## config.mk

```make
export PLATFORM = sky130hd
export DESIGN_NAME = bus_cmd_gen
export DESIGN_NICKNAME = d
export VERILOG_FILES = /design/src/rtl/bcg_pkg.sv /design/src/rtl/bcg_seq.sv /design/src/rtl/bcg_cmd.sv /design/src/rtl/bus_cmd_gen.sv
export SDC_FILE = /design/constraint.sdc
export NUM_CORES = 1
export LEC_CHECK = 0
export ABC_CLOCK_PERIOD_IN_PS = 3200
export BUFFER_PORTS_ARGS = -buffer_cell sky130_fd_sc_hd__buf_2
export CORE_AREA = 2 2 39 41
export DETAILED_ROUTE_END_ITERATION = 10
export DIE_AREA = 0 0 41 43
export SYNTH_ARGS = -nofsm -noshare
export SYNTH_HDL_FRONTEND = slang
export SYNTH_SLANG_ARGS = --single-unit
```

## constraint.sdc

```tcl
create_clock -name clk -period 3.2 [get_ports clk]
set_input_delay 0.32 -clock clk [delete_from_list [all_inputs] [get_ports clk]]
set_output_delay 0.32 -clock clk [all_outputs]
set_load 0.005 [all_outputs]
```

## src/rtl/bcg_pkg.sv

```systemverilog
package bcg_pkg;
  typedef enum logic [2:0] {
    ST_INTA  = 3'b000,
    ST_IORD  = 3'b001,
    ST_IOWR  = 3'b010,
    ST_HALT  = 3'b011,
    ST_FETCH = 3'b100,
    ST_MRD   = 3'b101,
    ST_MWR   = 3'b110,
    ST_PASS  = 3'b111
  } bus_stat_e;

  typedef enum logic [1:0] {PH_IDLE, PH_ADDR, PH_CMD} phase_e;

  function automatic logic is_write(bus_stat_e s);
    return (s == ST_IOWR) || (s == ST_MWR);
  endfunction

  function automatic logic is_io(bus_stat_e s);
    return (s == ST_IORD) || (s == ST_IOWR);
  endfunction

  function automatic logic is_mem_rd(bus_stat_e s);
    return (s == ST_FETCH) || (s == ST_MRD);
  endfunction

  function automatic logic has_cmd(bus_stat_e s);
    return (s != ST_HALT) && (s != ST_PASS);
  endfunction
endpackage

```

## src/rtl/bcg_seq.sv

```systemverilog
module bcg_seq
  import bcg_pkg::*;
#(
  parameter int WR_DELAY = 1
) (
  input  logic      clk,
  input  logic      rst_n,
  input  logic [2:0] stat_i,
  output phase_e    phase_o,
  output bus_stat_e code_o,
  output logic      late_o,
  output logic      ale_o,
  output logic      dir_tx_o
);
  localparam int CW = $clog2(WR_DELAY + 1);
  localparam logic [CW-1:0] LIM = CW'(WR_DELAY);

  bus_stat_e st;
  phase_e    phase_q;
  bus_stat_e code_q;
  logic [CW-1:0] wcnt_q;
  logic      dtx_q;

  assign st = bus_stat_e'(stat_i);

  always_ff @(posedge clk) begin
    if (!rst_n) begin
      phase_q <= PH_IDLE;
      code_q  <= ST_PASS;
      wcnt_q  <= '0;
      dtx_q   <= 1'b0;
    end else begin
      unique case (phase_q)
        PH_IDLE: if (st != ST_PASS) begin
          phase_q <= PH_ADDR;
          code_q  <= st;
          wcnt_q  <= '0;
          dtx_q   <= is_write(st);
        end
        PH_ADDR: phase_q <= (st == ST_PASS) ? PH_IDLE : PH_CMD;
        PH_CMD: begin
          if (st == ST_PASS) phase_q <= PH_IDLE;
          else if (wcnt_q != LIM) wcnt_q <= wcnt_q + 1'b1;
        end
        default: phase_q <= PH_IDLE;
      endcase
    end
  end

  assign phase_o  = phase_q;
  assign code_o   = code_q;
  assign late_o   = (phase_q == PH_CMD) && (wcnt_q == LIM);
  assign ale_o    = (phase_q == PH_ADDR);
  assign dir_tx_o = dtx_q;

  a_r2_ale_single: assert property (@(posedge clk) disable iff (!rst_n)
    ale_o |=> !ale_o);
  a_r4_passive_ends: assert property (@(posedge clk) disable iff (!rst_n)
    (phase_q == PH_CMD && st == ST_PASS) |=> (phase_q == PH_IDLE));
endmodule

```

## src/rtl/bcg_cmd.sv

```systemverilog
module bcg_cmd
  import bcg_pkg::*;
(
  input  logic      clk,
  input  logic      rst_n,
  input  phase_e    phase_i,
  input  bus_stat_e code_i,
  input  logic      late_i,
  input  logic      cmd_en_i,
  input  logic      mem_en_i,
  input  logic      io_bus_i,
  output logic      den_o,
  output logic      shared_en_o,
  output logic      mem_rd_n_o,
  output logic      mem_wr_n_o,
  output logic      mem_awr_n_o,
  output logic      io_rd_n_o,
  output logic      io_wr_n_o,
  output logic      io_awr_n_o,
  output logic      inta_n_o
);
  logic act, go, mgo;

  always_comb begin
    act = (phase_i == PH_CMD);
    go  = act && cmd_en_i;
    mgo = go && mem_en_i;
    mem_rd_n_o  = !(mgo && is_mem_rd(code_i));
    mem_awr_n_o = !(mgo && code_i == ST_MWR);
    mem_wr_n_o  = !(mgo && code_i == ST_MWR && late_i);
    io_rd_n_o   = !(go && code_i == ST_IORD);
    io_awr_n_o  = !(go && code_i == ST_IOWR);
    io_wr_n_o   = !(go && code_i == ST_IOWR && late_i);
    inta_n_o    = !(go && code_i == ST_INTA);
    den_o       = act && has_cmd(code_i) && !(io_bus_i && is_io(code_i));
    if (io_bus_i) shared_en_o = act && is_io(code_i);
    else          shared_en_o = (act || phase_i == PH_ADDR) && (code_i == ST_INTA);
  end

  a_r6_ctl_gates_all: assert property (@(posedge clk) disable iff (!rst_n)
    !cmd_en_i |-> (&{mem_rd_n_o, mem_wr_n_o, mem_awr_n_o, io_rd_n_o,
                     io_wr_n_o, io_awr_n_o, inta_n_o}));
  a_r7_mem_gated: assert property (@(posedge clk) disable iff (!rst_n)
    !mem_en_i |-> (mem_rd_n_o && mem_wr_n_o && mem_awr_n_o));
  a_r5_wr_after_adv: assert property (@(posedge clk) disable iff (!rst_n)
    (!mem_wr_n_o |-> !mem_awr_n_o) and (!io_wr_n_o |-> !io_awr_n_o));
  a_r3_one_kind: assert property (@(posedge clk) disable iff (!rst_n)
    $onehot0({!mem_rd_n_o, !mem_awr_n_o, !io_rd_n_o, !io_awr_n_o, !inta_n_o}));
endmodule

```

## src/rtl/bus_cmd_gen.sv

```systemverilog
module bus_cmd_gen
  import bcg_pkg::*;
#(
  parameter int WR_DELAY = 1
) (
  input  logic       clk,
  input  logic       rst_n,
  input  logic [2:0] stat,
  input  logic       cmd_en,
  input  logic       mem_en,
  input  logic       io_bus,
  output logic       ale,
  output logic       den,
  output logic       dir_tx,
  output logic       mem_rd_n,
  output logic       mem_wr_n,
  output logic       mem_awr_n,
  output logic       io_rd_n,
  output logic       io_wr_n,
  output logic       io_awr_n,
  output logic       inta_n,
  output logic       shared_en
);
  phase_e    phase;
  bus_stat_e code;
  logic      late;

  bcg_seq #(.WR_DELAY(WR_DELAY)) seq_i (
    .clk(clk), .rst_n(rst_n), .stat_i(stat),
    .phase_o(phase), .code_o(code), .late_o(late),
    .ale_o(ale), .dir_tx_o(dir_tx)
  );

  bcg_cmd cmd_i (
    .clk(clk), .rst_n(rst_n), .phase_i(phase), .code_i(code), .late_i(late),
    .cmd_en_i(cmd_en), .mem_en_i(mem_en), .io_bus_i(io_bus),
    .den_o(den), .shared_en_o(shared_en),
    .mem_rd_n_o(mem_rd_n), .mem_wr_n_o(mem_wr_n), .mem_awr_n_o(mem_awr_n),
    .io_rd_n_o(io_rd_n), .io_wr_n_o(io_wr_n), .io_awr_n_o(io_awr_n),
    .inta_n_o(inta_n)
  );

  a_r8_dir_only_when_off: assert property (@(posedge clk) disable iff (!rst_n)
    !$stable(dir_tx) |-> (!den && !$past(den)));
  a_r11_halt_quiet: assert property (@(posedge clk) disable iff (!rst_n)
    (code == ST_HALT) |-> (!den && inta_n && mem_rd_n && io_rd_n));
endmodule

```

==> impl_metrics.json <==
{
  "ir_worst_vdd_uv": 276.9,
  "reg2regPathDepth": 5,
  "layout.nets": 96,
  "ys_ff_latch": 7,
  "utilization_pct": 45.21,
  "cts.path.max_buffers": 2,
  "grt.overflow.total": 0,
  "seq_area_frac_synth_pct": 27.52,
  "die_x_um": 41,
  "synth_area_sq_um": 509.2,
  "drtPass1Iterations": 2,
  "combPwrFrac_pct": 39.5,
  "seqPwrFrac_pct": 38.9,
  "ctsResizeCount": 0,
  "path_buf_inv": 2,
  "p_per_area_nw_per_um2": 599.6,
  "syn-num-nets": 77,
  "avgSynthCellArea_sq_um": 7.834,
  "clock_skew_ns": 0.004504,
  "cp-end-kind": "primary output",
  "ys_types": 26,
  "place.gp.congestion": 0.6932,
  "synth_edf_count": 0,
  "pwr-share-clk_pct": 21.6,
  "drc_errors": 0,
  "routed_wl_mm": 1.159,
  "critical_path_arrival_ns": 1.51,
  "antenna_found_initial": 0,
  "fin_hold_ws_ns": 0.3496,
  "cp_top_family": "flip-flops",
  "grt_pass1_vias": 477,
  "hold_viol": 0,
  "worst_pin_slew_ns": 0.3547,
  "final.period_utilization_pct": 57.10,
  "holdPathStages": 2,
  "cp_cell_sequence": "inv_1 > ha_1 > nor4b_1 > a31oi_1 > nor2_1 > buf_2",
  "finalSetupViolations": 0,
  "antenna_left": 0,
  "groute.usage.overall_pct": 16.60,
  "switchingPower_w": 0.0001467,
  "rsz0062_at_grt": "no",
  "path_clk_slew_ns": 0.06,
  "critPathRequiredTime_ns": 2.88,
  "cts_setup_buffers": 0,
  "vias": 517,
  "portBuffers": 18,
  "root_buffer": "clkbuf_4",
  "status": "finished, final reports clean",
  "p_leak_nw": 0.2628,
  "area_growth_pct": 22.85,
  "dieArea_sq_um": 1763,
  "dp_hpwl_um": 867.7,
  "drive_gt1_share_pct": 27.71,
  "crit_slowest_cell": "dfxtp_1",
  "synthCells": 65,
  "dr.first_iter.drc_count": 6,
  "tritoncts": "built",
  "max-cap-violations": 0,
  "slew_headroom_pct": 76.35,
  "path_depth": 6,
  "core-area_sq_um": 1384,
  "worstHoldEndpoint": "seq_i.code_o[1]$_SDFFE_PN1P_",
  "final_common_cell": "buf_2",
  "wl_per_cell_um": 11.71,
  "fin_setup_tns_ns": 0,
  "synth-main-ff-cell": "dfxtp_1",
  "fill_cells": 155,
  "ctsHtreeMaxLevel": 1,
  "postCtsHoldBufs": 0,
  "regToRegSetupSlack_ns": 1.80,
  "timing.rr.end": "seq_i.dir_tx_o$_SDFFE_PN0P_",
  "hp-class": "in2reg",
  "totalPowerFinal_w": 0.0003751,
  "ys_async_sr_fraction_pct": 0,
  "crit_type": "reg2out",
  "grt_max_degree": 13,
  "swShare_pct": 39.11,
  "cts_sinks": 7,
  "holdCritStartpoint": "rst_n",
  "drv_slew": 0,
  "die_h_um": 43,
  "cp_max_fo": 5,
  "final_cell_mix": "18 x buf_2, 7 x dfxtp_1, 6 x nand3_1, 6 x nand2_1",
  "critPathMaxStageDelay_ns": 0.39,
  "fin_crit_ns": 1.827,
  "top_level_ports": 19,
  "row_count": 14,
  "grt_pass1_wl_mm": 2.014,
  "p_int_w": 0.0002284,
  "initial_core_util_pct": 36.80,
  "antenna-diode-count": 0,
  "insertion_delay_ns": 0.25,
  "routed_via_density": 5.222,
  "synth_warnings": 0,
  "crit_path_start_kind": "register",
  "cts-buffers-inserted": 3,
  "r2r_start": "seq_i.phase_o[0]$_SDFFE_PN0P_",
  "max_freq_mhz": 547.3
}
flip-flops by register name (all words and copies together), names as in the netlist:
signal,cells
seq_i.code_o,3
seq_i.phase_o,2
seq_i.dir_tx_o,1
seq_i.wcnt_q,1
power groups by stage:
stage               logic [W]  registers (W)  clock network, W
global route         0.000172       0.000152         0.0000865
CTS                  0.000148       0.000146         0.0000820
finish               0.000148       0.000146         0.0000812
global placement     0.000145       0.000147                 0
floorplan            0.000126       0.000130                 0
detailed placement   0.000145       0.000148                 0
logic make-up (layout without fill, tap and decap cells):
logic type	after synthesis	after routing	share of synthesized area, %
adders and majority gates	4	4	9.828
AOI/OAI and AO/OA	15	15	18.19
xor gates and xnor gates	1	1	1.720
and+or+nand+nor	30	30	35.87
DFF	7	7	27.52
buffers and inverters	8	26	6.879
routing by layer:
metal  global-route usage (%)  part of all wire (%)
met1                    20.71                    45
met3                    3.141                   6.6
met5                        0                     0
met2                    25.00                    46
met4                    10.00                   2.3
through the flow:
stage,std cells,setup WS [ns],area [sq um]
3_3_place_gp,95,1.665,599.3
6_report,99,1.373,625.6
4_1_cts,99,1.370,625.6
3_5_place_dp,95,1.657,599.3
5_1_grt,99,1.192,625.6
2_1_floorplan,65,1.829,509.2
area by class of cell:
type / count / area, sq um / area share, %
Multi-Input combinational cell: 50 / 334.1 / 53.40
Sequential cell: 7 / 140.1 / 22.40
Timing Repair Buffer: 18 / 90.09 / 14.40
Clock buffer: 4 / 26.28 / 4.200
Tap cell: 16 / 20.02 / 3.200
Inverter: 4 / 15.01 / 2.400
cells in the mapped netlist, types with 2 or more instances:
| library cell | instances | area [sq um] |
|---|---|---|
| ha_1 | 4 | 50.05 |
| nand3_1 | 6 | 30.03 |
| inv_1 | 4 | 15.01 |
| nand2b_1 | 2 | 12.51 |
| nand4_1 | 3 | 18.77 |
| nor2_1 | 3 | 11.26 |
| dfxtp_1 | 7 | 140.1 |
| a21oi_1 | 4 | 20.02 |
| o21ai_0 | 4 | 20.02 |
| nand4b_1 | 3 | 26.28 |
| and2b_1 | 2 | 15.01 |
| buf_2 | 4 | 20.02 |
| nand2_1 | 6 | 22.52 |
worst max path at each step:
stage                                        startpoint   endpoint
final                     seq_i.phase_o[1]$_SDFFE_PN0P_  shared_en
after global routing      seq_i.phase_o[1]$_SDFFE_PN0P_  shared_en
after CTS                 seq_i.phase_o[1]$_SDFFE_PN0P_  shared_en
after detailed placement  seq_i.phase_o[1]$_SDFFE_PN0P_  shared_en
after global placement    seq_i.phase_o[1]$_SDFFE_PN0P_  shared_en
after floorplan           seq_i.phase_o[1]$_SDFFE_PN0P_  shared_en
Note: power is estimated with default switching activity, not from simulation.
